File: config.mk
export PLATFORM = sky130hd
export DESIGN_NAME = i2ct_target
export DESIGN_NICKNAME = d
export VERILOG_FILES = /design/src/rtl/i2ct_pkg.sv /design/src/rtl/i2ct_line_filter.sv /design/src/rtl/i2ct_bus_events.sv /design/src/rtl/i2ct_addr_slots.sv /design/src/rtl/i2ct_target.sv
export SDC_FILE = /design/constraint.sdc
export NUM_CORES = 1
export LEC_CHECK = 0
export ABC_CLOCK_PERIOD_IN_PS = 2100
export BUFFER_PORTS_ARGS = -buffer_cell sky130_fd_sc_hd__buf_4
export CAP_MARGIN = 0
export CORE_UTILIZATION = 56
export DETAILED_ROUTE_END_ITERATION = 16
export PLACE_DENSITY = 0.75
export SYNTH_ARGS = -nofsm -noshare
export SYNTH_HDL_FRONTEND = slang
export SYNTH_SLANG_ARGS = --single-unit
File: constraint.sdc
create_clock -name clk -period 2.1 [get_ports clk]
set_input_delay 0 -clock clk [delete_from_list [all_inputs] [get_ports clk]]
set_output_delay 0 -clock clk [all_outputs]
set_load 0.005 [all_outputs]
File: src/rtl/i2ct_pkg.sv
// Shared types for the three-address I2C write target.
// Assumes: byte-wide index and data, 7-bit addressing only.
package i2ct_pkg;
    typedef enum logic [2:0] {
        ST_IDLE,
        ST_ADDR,
        ST_INDEX,
        ST_DATA,
        ST_ACK,
        ST_SKIP
    } i2ct_state_e;

    localparam int BYTE_W = 8;
endpackage

File: src/rtl/i2ct_line_filter.sv
// Synchronizes one asynchronous bus line and removes single-sample glitches
// with a majority vote over the last VOTE_TAPS synchronized samples.
// Assumes: line idles at RESET_VAL; VOTE_TAPS is odd; latency is
// SYNC_STAGES + VOTE_TAPS - 1 clocks for a clean transition with 3 taps.
module i2ct_line_filter #(
    parameter int   SYNC_STAGES = 2,
    parameter int   VOTE_TAPS   = 3,
    parameter logic RESET_VAL   = 1'b1
) (
    input  logic clk,
    input  logic rst_n,
    input  logic line_i,
    output logic line_o
);
    localparam int CW = $clog2(VOTE_TAPS + 1);
    localparam logic [CW-1:0] HALF = CW'(VOTE_TAPS / 2);

    logic [SYNC_STAGES-1:0] sync_q;
    logic [VOTE_TAPS-1:0]   taps_q;
    logic [CW-1:0]          ones;

    // Synchronizer chain followed by the vote history.
    always_ff @(posedge clk) begin
        if (!rst_n) begin
            sync_q <= {SYNC_STAGES{RESET_VAL}};
            taps_q <= {VOTE_TAPS{RESET_VAL}};
        end else begin
            sync_q <= {sync_q[SYNC_STAGES-2:0], line_i};
            taps_q <= {taps_q[VOTE_TAPS-2:0], sync_q[SYNC_STAGES-1]};
        end
    end

    // Count ones in the history.
    always_comb begin
        ones = '0;
        for (int i = 0; i < VOTE_TAPS; i++) begin
            ones = ones + {{(CW-1){1'b0}}, taps_q[i]};
        end
    end

    // Register the majority decision.
    always_ff @(posedge clk) begin
        if (!rst_n) line_o <= RESET_VAL;
        else        line_o <= (ones > HALF);
    end
endmodule

File: src/rtl/i2ct_bus_events.sv
// Turns filtered SCL/SDA into single-cycle START, STOP and SCL edge pulses.
// Assumes: inputs are already synchronized. A START needs SCL high for
// MIN_HIGH clocks before the current one, so an SDA fall that is not
// strictly inside an SCL high phase is never taken as a START.
module i2ct_bus_events #(
    parameter int MIN_HIGH = 2
) (
    input  logic clk,
    input  logic rst_n,
    input  logic scl_f,
    input  logic sda_f,
    output logic start_det,
    output logic stop_det,
    output logic scl_rise,
    output logic scl_fall
);
    localparam int CNT_W = $clog2(MIN_HIGH + 1);
    localparam logic [CNT_W-1:0] CNT_SAT = CNT_W'(MIN_HIGH);

    logic             scl_q;
    logic             sda_q;
    logic [CNT_W-1:0] high_cnt;

    // Previous-sample registers and a saturating SCL-high counter.
    always_ff @(posedge clk) begin
        if (!rst_n) begin
            scl_q    <= 1'b1;
            sda_q    <= 1'b1;
            high_cnt <= '0;
        end else begin
            scl_q <= scl_f;
            sda_q <= sda_f;
            if (!scl_f)                high_cnt <= '0;
            else if (high_cnt != CNT_SAT) high_cnt <= high_cnt + 1'b1;
        end
    end

    // Edge and condition decoding.
    always_comb begin
        scl_rise  = scl_f & ~scl_q;
        scl_fall  = ~scl_f & scl_q;
        start_det = scl_f & scl_q & sda_q & ~sda_f & (high_cnt == CNT_SAT);
        stop_det  = scl_f & scl_q & ~sda_q & sda_f;
    end
endmodule

File: src/rtl/i2ct_addr_slots.sv
// Holds the target's address slots and compares an incoming address.
// Slots flagged in SLOT_PROG reload from a register write to their own
// index; the rest are constants. Only bits 7:1 take part.
module i2ct_addr_slots #(
    parameter int                       NUM_SLOTS     = 3,
    parameter logic [NUM_SLOTS*8-1:0]   SLOT_DEFAULTS = {8'h7E, 8'h7A, 8'h70},
    parameter logic [NUM_SLOTS*8-1:0]   SLOT_CFG_IDX  = {8'h43, 8'h00, 8'hCF},
    parameter logic [NUM_SLOTS-1:0]     SLOT_PROG     = 3'b101
) (
    input  logic       clk,
    input  logic       rst_n,
    input  logic       cfg_we,
    input  logic [7:0] cfg_idx,
    input  logic [6:0] cfg_addr7,
    input  logic [6:0] addr7,
    output logic       hit
);
    logic [NUM_SLOTS-1:0] hits;

    for (genvar g = 0; g < NUM_SLOTS; g++) begin : g_slot
        logic [6:0] slot_q;
        if (SLOT_PROG[g]) begin : g_prog
            // Reloadable slot: takes bits 7:1 of a write to its index.
            always_ff @(posedge clk) begin
                if (!rst_n)
                    slot_q <= SLOT_DEFAULTS[g*8+1 +: 7];
                else if (cfg_we && (cfg_idx == SLOT_CFG_IDX[g*8 +: 8]))
                    slot_q <= cfg_addr7;
            end
        end else begin : g_fixed
            assign slot_q = SLOT_DEFAULTS[g*8+1 +: 7];
        end
        assign hits[g] = (slot_q == addr7);
    end

    assign hit = |hits;
endmodule

File: src/rtl/i2ct_target.sv
// Write-only I2C target with three matched addresses.
// Receives address, index and data bytes, acknowledges its own transfers,
// and presents each data byte as a one-cycle strobe. Assumes clk runs many
// times faster than SCL (at least 12 clocks per SCL half period).
module i2ct_target
    import i2ct_pkg::*;
#(
    parameter int   SYNC_STAGES = 2,
    parameter int   VOTE_TAPS   = 3,
    parameter int   MIN_HIGH    = 2,
    parameter logic [7:0] ADDR_A_DEF = 8'h70,
    parameter logic [7:0] ADDR_B_FIX = 8'h7A,
    parameter logic [7:0] ADDR_C_DEF = 8'h7E,
    parameter logic [7:0] CFG_IDX_A  = 8'hCF,
    parameter logic [7:0] CFG_IDX_C  = 8'h43
) (
    input  logic              clk,
    input  logic              rst_n,
    input  logic              scl_i,
    input  logic              sda_i,
    output logic              sda_oe,
    output logic              wr_stb,
    output logic [BYTE_W-1:0] wr_idx,
    output logic [BYTE_W-1:0] wr_data
);
    localparam int BIT_CW = $clog2(BYTE_W + 1);
    localparam logic [BIT_CW-1:0] LAST_BIT = BIT_CW'(BYTE_W);

    logic scl_f, sda_f;
    logic start_det, stop_det, scl_rise, scl_fall;
    logic addr_hit;

    i2ct_state_e       state_q, ret_q;
    logic [BIT_CW-1:0] bit_cnt;
    logic [BYTE_W-1:0] shreg;
    logic [BYTE_W-1:0] index_q;
    logic              byte_done;

    i2ct_line_filter #(.SYNC_STAGES(SYNC_STAGES), .VOTE_TAPS(VOTE_TAPS), .RESET_VAL(1'b1))
        u_scl_filt (.clk(clk), .rst_n(rst_n), .line_i(scl_i), .line_o(scl_f));
    i2ct_line_filter #(.SYNC_STAGES(SYNC_STAGES), .VOTE_TAPS(VOTE_TAPS), .RESET_VAL(1'b1))
        u_sda_filt (.clk(clk), .rst_n(rst_n), .line_i(sda_i), .line_o(sda_f));

    i2ct_bus_events #(.MIN_HIGH(MIN_HIGH)) u_events (
        .clk(clk), .rst_n(rst_n), .scl_f(scl_f), .sda_f(sda_f),
        .start_det(start_det), .stop_det(stop_det),
        .scl_rise(scl_rise), .scl_fall(scl_fall)
    );

    i2ct_addr_slots #(
        .NUM_SLOTS(3),
        .SLOT_DEFAULTS({ADDR_C_DEF, ADDR_B_FIX, ADDR_A_DEF}),
        .SLOT_CFG_IDX({CFG_IDX_C, 8'h00, CFG_IDX_A}),
        .SLOT_PROG(3'b101)
    ) u_slots (
        .clk(clk), .rst_n(rst_n),
        .cfg_we(wr_stb), .cfg_idx(wr_idx), .cfg_addr7(wr_data[7:1]),
        .addr7(shreg[7:1]), .hit(addr_hit)
    );

    assign byte_done = scl_fall && (bit_cnt == LAST_BIT);

    // Transaction state machine: byte reception, ACK slots, write strobes.
    always_ff @(posedge clk) begin
        if (!rst_n) begin
            state_q <= ST_IDLE;
            ret_q   <= ST_IDLE;
            bit_cnt <= '0;
            shreg   <= '0;
            index_q <= '0;
            wr_stb  <= 1'b0;
            wr_idx  <= '0;
            wr_data <= '0;
        end else begin
            wr_stb <= 1'b0;
            if (stop_det) begin
                state_q <= ST_IDLE;
                bit_cnt <= '0;
            end else if (start_det) begin
                state_q <= ST_ADDR;
                bit_cnt <= '0;
            end else begin
                case (state_q)
                    ST_ADDR, ST_INDEX, ST_DATA: begin
                        if (scl_rise) begin
                            shreg   <= {shreg[BYTE_W-2:0], sda_f};
                            bit_cnt <= bit_cnt + 1'b1;
                        end else if (byte_done) begin
                            bit_cnt <= '0;
                            if (state_q == ST_ADDR) begin
                                if (addr_hit && !shreg[0]) begin
                                    state_q <= ST_ACK;
                                    ret_q   <= ST_INDEX;
                                end else begin
                                    state_q <= ST_SKIP;
                                end
                            end else if (state_q == ST_INDEX) begin
                                index_q <= shreg;
                                state_q <= ST_ACK;
                                ret_q   <= ST_DATA;
                            end else begin
                                wr_stb  <= 1'b1;
                                wr_idx  <= index_q;
                                wr_data <= shreg;
                                index_q <= index_q + 1'b1;
                                state_q <= ST_ACK;
                                ret_q   <= ST_DATA;
                            end
                        end
                    end
                    ST_ACK: begin
                        if (scl_fall) state_q <= ret_q;
                    end
                    default: ;
                endcase
            end
        end
    end

    // Open-drain pull while in an acknowledge slot.
    assign sda_oe = (state_q == ST_ACK);
endmodule

# After elaboration in Yosys (flattened, before gate mapping)
# Index checks and enable logic that the tools add are counted.
dict set report op_classes {
  addsub 7
  order_cmp 2
  n_eq_ne 19
  n_mux 13
  n_bitwise 20
  n_reduce_logical 21
}
# cell n
set ops {}
lappend ops {{two-way mux 3 bit} 6}
lappend ops {{equality test 7 bit} 2}
lappend ops {{NOT 1 bit} 12}
lappend ops {{AND reduction 4 bit} 3}
lappend ops {{AND reduction 6 bit} 2}
lappend ops {{OR reduction 3 bit} 3}
lappend ops {{adder 8 x 1 -> 8 bit (second input constant)} 1}
lappend ops {{bitwise AND 1 bit} 8}
lappend ops {{equality test 8 x 7 -> 1 bit (second input constant)} 1}
lappend ops {{equality test 8 bit (second input constant)} 1}
lappend ops {{two-way mux 4 bit} 2}
lappend ops {{two-way mux 8 bit} 1}
lappend ops {{equality test 6 x 7 -> 1 bit (first input constant)} 1}
lappend ops {{AND reduction 7 bit} 1}
lappend ops {{OR reduction 7 bit} 1}
lappend ops {{equality test 3 x 2 -> 1 bit (second input constant)} 2}
lappend ops {{!= test 2 bit (second input constant)} 3}
lappend ops {{!= test 3 bit (second input constant)} 2}
lappend ops {{one-hot mux 3 bit (2 select lines)} 1}
lappend ops {{adder 1 x 1 -> 2 bit} 2}
lappend ops {{adder 2 x 1 -> 2 bit} 2}
lappend ops {{adder 4 x 1 -> 4 bit (second input constant)} 1}
lappend ops {{equality test 4 bit (second input constant)} 1}
lappend ops {{greater-than comparator 2 x 1 -> 1 bit (second input constant)} 2}
lappend ops {{other kinds (13)} 21}
dict set report word_totals {
  reg_bits 73
  in_bits 4
  out_inout_bits 18
  word_cells 102
}

# Depth between registers and ports, before layout
dict set report depth {
  word_depth 9
  ltp_mapped 9
  depth_no_buf 7
}

# Cells and area by module
# A second synthesis with hierarchy kept.
dict set report unflattened {
  hier_cells 332
  area_unflattened_um2 3125.5
}
# module n_inst cells_each area_each_um2 seq_area_each_um2
set modules_own_cells {}
lappend modules_own_cells {i2ct_target 1 215 1881.8 840.8}
lappend modules_own_cells {i2ct_addr_slots 1 70 716.9 280.3}
lappend modules_own_cells {i2ct_line_filter 2 14 175.2 120.1}
lappend modules_own_cells {i2ct_bus_events 1 19 176.4 80.1}

# Worst setup path after synthesis
# OpenSTA, ideal clock, no wires.
dict set report synth_path {
  path_kind {reg-to-reg}
  startpoint {reg bit_cnt[0]}
  endpoint {reg wr_stb}
  setup_ns 0.115
  arrival_time_ns 1.540
  required_ns 1.985
  setup_slack_ns 0.445
  stages_incl_launch_ff 9
  path_buffers 2
  period_less_slack_ns 1.655
  cell_sequence {dfxtp_1 inv_1 ha_1 and4bb_1 and2_4 and3_1 buf_4 buf_6 and2_1}
}
dict set report synth_between {
  elab_chain_len 4
}
# element line
set synth_rtl {}
lappend synth_rtl {{start, declared} i2ct_target.sv:34} ;# logic [BIT_CW-1:0] bit_cnt;
lappend synth_rtl {{start signal, assigned} i2ct_target.sv:87} ;# bit_cnt <= bit_cnt + 1'b1;
lappend synth_rtl {{equality test 4 bit} i2ct_target.sv:61} ;# assign byte_done = scl_fall && (bit_cnt == LAST_BIT);
lappend synth_rtl {{logical AND 1 bit} i2ct_target.sv:61}
lappend synth_rtl {{NOT 1 bit (no line)} n/a}
lappend synth_rtl {{OR reduction 7 bit (no line)} n/a}
lappend synth_rtl {{end signal, assigned} i2ct_target.sv:71} ;# wr_stb <= 1'b0;
lappend synth_rtl {{end signal, assigned} i2ct_target.sv:75} ;# wr_stb <= 1'b0;
lappend synth_rtl {{end signal, assigned} i2ct_target.sv:102} ;# wr_stb <= 1'b1;
lappend synth_rtl {{end, declared} i2ct_target.sv:22} ;# output logic wr_stb,
# Every way passes these cells.
# A chain may end at the register's enable or synchronous reset.

# Final worst setup path
dict set report layout_path {
  startpoint {reg bit_cnt[0]}
  endpoint {reg wr_data[6]}
}
dict set report layout_between {
  elab_chain_len 3
}
# element line
set layout_rtl {}
lappend layout_rtl {{equality test 4 bit} i2ct_target.sv:61}
lappend layout_rtl {{logical AND 1 bit} i2ct_target.sv:61}
lappend layout_rtl {{AND reduction 7 bit (no line)} n/a}
lappend layout_rtl {{end signal, assigned} i2ct_target.sv:104} ;# wr_data <= shreg;
lappend layout_rtl {{end, declared} i2ct_target.sv:24} ;# output logic [BYTE_W-1:0] wr_data
# Every way passes these cells.

==> out/qor.log <==
INFO  routing        dr.pass1.iters=4
INFO  grt            grt_max_degree=51
INFO  floorplanning  placement_rows=26
INFO  routing        wl_met3=277um
INFO  clocking       clock_tree_from_tritoncts=built
INFO  floorplanning  core-area=0.00527sqmm
INFO  cells_and_area post-route-util=68.6%
INFO  cells_and_area antenna_cells_inserted=0
INFO  min_path       min-delay-path-class=input pin to register
INFO  power          cell_pwr_density=773mW/mm^2
INFO  synthesis      asyncSetResetFlopFracSynth=0%
INFO  grt            globalRoute.totalOverflow=0
INFO  grt            grt_pass1_wl=11.0mm
INFO  clocking       clockRootBuffer=clkbuf_8
INFO  floorplanning  fp.dieW=77.0um
INFO  synthesis      ys.flop_type=dfxtp_1
INFO  clocking       clk-insertion-delay-late=0.34ns
INFO  cells_and_area layout_cells_sized_above_1=13.1%
INFO  timing         finalSetupViolCount=0
INFO  power          cellLeakagePower=1.38nW
INFO  power          share_seq_of_total_power=50.1%
INFO  synthesis      fraction_of_synthesized_cell_area_taken_by_the_top_area_cell_type=45.8%
INFO  timing         finClkSkew=0.00830ns
INFO  timing         rsz0062_at_grt=false
INFO  clocking       cts.sinks=72
INFO  power          net_switching_fraction_of_the_power=20.5%
INFO  power          internal-power=2.22mW
INFO  worst_setup_path setup.worst_path.start_class=register
INFO  synthesis      synth_top_area_cell=dfxtp_1
INFO  placed_design  preCtsSetupSlack=0.171ns
INFO  timing         post_route_minimum_period=1.74ns
INFO  routing        initialDrtViolationCount=111
INFO  routing        via_per_inst=5.41
INFO  placed_design  hpwlAfterDp=4.20mm
INFO  synthesis      synth_enable_flop_cells=0
INFO  power          clock_power_share=46.1%
INFO  routing        average_detailed_routed_wire_length_per_instance=13.7um
INFO  timing         post-route-period-util=82.8%
INFO  routing        dr.max_layer_used=met4
INFO  grt            global_route.usage.total=23.7%
INFO  timing         fin_ws=0.361ns
INFO  power          vdd_ir_drop_max=0.527mV
INFO  placed_design  port-buffer-count=21
INFO  cells_and_area final_net_count=388
INFO  synthesis      synth_common_cells=nand2_1, dfxtp_1, a21boi_0
INFO  power          comb_power_share=3.8%
INFO  floorplanning  die_area=0.00593sqmm
INFO  floorplanning  die_h=77.0um
INFO  grt            antenna_violations_before_repair=0
INFO  synthesis      netlist_area=0.00315sqmm
INFO  synthesis      synthCells=356
INFO  clocking       clk_pin_slew_worst_paths=0.08ns
INFO  timing         report.final.slew_viol_count=0
INFO  clocking       cts_buffer_depth=2
INFO  routing        wirelength=6.20mm
INFO  worst_setup_path cp_data_arrival_time=2.00ns
INFO  timing         slew-limit-headroom=69.1%
INFO  synthesis      most_numerous_cell_in_the_yosys_netlist=nand2_1
INFO  worst_setup_path timing.setup.critical_path_class=register to register
INFO  worst_setup_path worst_setup_path_end_kind=register
INFO  synthesis      yosys_register_bits=72
INFO  routing        route.detailed.drc=0
INFO  synthesis      yosys.cell_types.count=40
INFO  grt            grt_pass1_vias=2370
INFO  power          total_switching_power=0.573mW
INFO  run            max_cap_viol_count=0
INFO  worst_setup_path crit_path_max_fanout=17
INFO  floorplanning  floorplan.initialDensity=59.8%
INFO  synthesis      synth-seq-area-share=45.8%
INFO  clocking       htreeDepth=3
INFO  timing         final-hold-violation-count=0
INFO  placed_design  gpl.final_weighted_congestion=0.808
INFO  routing        detailroute.wirelength.met2=2.84mm
INFO  routing        m1WireLength=3.02mm
INFO  timing         timing.setup.tns=0ns
INFO  synthesis      postSynthAreaPerCell=8.85squm
INFO  synthesis      synth.area.top_cells=dfxtp_1, nand2_1, mux2i_1
INFO  synthesis      synth_nets=366
INFO  run_status     run_status=finished clean
INFO  clocking       cts_buffers=9
INFO  timing         final_hold_slack=0.0407ns
INFO  clocking       cts_post_setup_buffers_inserted=0
INFO  worst_setup_path required=2.36ns
INFO  timing         max_freq=0.575GHz
INFO  routing        antenna_violating_nets_post_route=0
INFO  cells_and_area flow.area_growth_from_synthesis=14.9%
INFO  power          post-layout-total-power=2.80mW
INFO  routing        detailroute.via_count=2447
INFO  floorplanning  floorplan.io_pins=22
INFO  synthesis      ys_warn_count=0
INFO  timing         timing_worst_slew_pin_value=0.460ns
cell usage in the layout (no fill, tap or decap), types with 3 or more instances in the layout:
| cell | count |
|---|---|
| a21boi_0 | 20 |
| a21boi_1 | 10 |
| a21oi_1 | 7 |
| a22oi_1 | 5 |
| and2_1 | 6 |
| buf_4 | 31 |
| bufinv_16 | 3 |
| clkbuf_8 | 9 |
| dfxtp_1 | 72 |
| ha_1 | 6 |
| inv_1 | 4 |
| mux2i_1 | 16 |
| nand2_1 | 76 |
| nand2b_1 | 14 |
| nand3_1 | 8 |
| nand3b_1 | 3 |
| nand4_1 | 4 |
| nor2_1 | 11 |
| nor2b_1 | 10 |
| nor3_1 | 10 |
| o21ai_0 | 10 |
| or3_1 | 3 |
| xnor2_1 | 6 |
| xor2_1 | 11 |
critical path, stage by stage, from the launching register on:
cell	delay, ns
dfxtp_1	0.35
inv_1	0.08
ha_1	0.13
and4bb_1	0.26
and2_4	0.19
and3_2	0.40
nand2_1	0.10
a21boi_0	0.16
cell families after synthesis:
| logic type | after synthesis | synth area share (%) |
|---|---|---|
| and+or+nand+nor | 162 | 25.7 |
| DFF | 72 | 45.8 |
| AOI/OAI and AO/OA | 57 | 12.5 |
| buffers and inverters | 26 | 3.89 |
| xor gates and xnor gates | 17 | 4.73 |
| muxes | 16 | 5.09 |
| adders and majority gates | 6 | 2.38 |
metal layers:
metal  track usage (%)  vias up
met1              30.6     1157
met4              6.42        0
met2              38.6       37
met5                 0        -
li1                  -     1245
met3              7.14        8
final cells by class:
type / instances / area, sq um
Inverter: 4 / 15.0
Sequential cell: 72 / 1440
Timing Repair Buffer: 33 / 253
Clock inverter: 5 / 106
Multi-Input combinational cell: 258 / 1590
Clock buffer: 10 / 128
Fill cell: 452 / 1650
Tap cell: 70 / 87.6
state kept, by name (all words and copies together) (netlist names), 4 cells and up:
signal / count
u_slots.g_slot.slot_q: 14
index_q: 8
shreg: 8
wr_data: 8
wr_idx: 8
bit_cnt: 4
path summary, 6_finish.rpt:
kind / from / endpoint / slack, ns / cells after the start
worst min-delay path: rst_n / u_slots.g_slot[2].slot_q[2] / 0.04 / 2
worst min register to register: u_sda_filt.sync_q[0] / u_sda_filt.sync_q[1] / 0.41 / 1
worst max-delay path: bit_cnt[0] / wr_data[6] / 0.36 / 7
worst max register to register: bit_cnt[0] / wr_data[6] / 0.36 / 7
per-stage QoR:
| step | cells | cell area [sq um] |
|---|---|---|
| final | 452 | 3620 |
| after global placement | 435 | 3360 |
| after CTS | 452 | 3620 |
| after detailed placement | 435 | 3360 |
| after global routing | 452 | 3620 |
| after floorplan | 356 | 3150 |
what timing repair did:
| item | in CTS | in global routing |
|---|---|---|
| hold buffers | 2 | 0 |
| hold endpoints to repair | 2 | 0 |
| gates resized for setup | 0 | 1 |
| endpoints found under the setup margin | 0 | 10 |
power groups by stage:
stage	Clock, mW	Sequential, mW	Combinational (mW)
after floorplan	0	1.43	0.0854
after global placement	0	1.43	0.0993
after detailed placement	0	1.43	0.103
after CTS	1.31	1.40	0.106
after global routing	1.37	1.40	0.123
final	1.29	1.40	0.105
(Power assumes the default switching activity.)
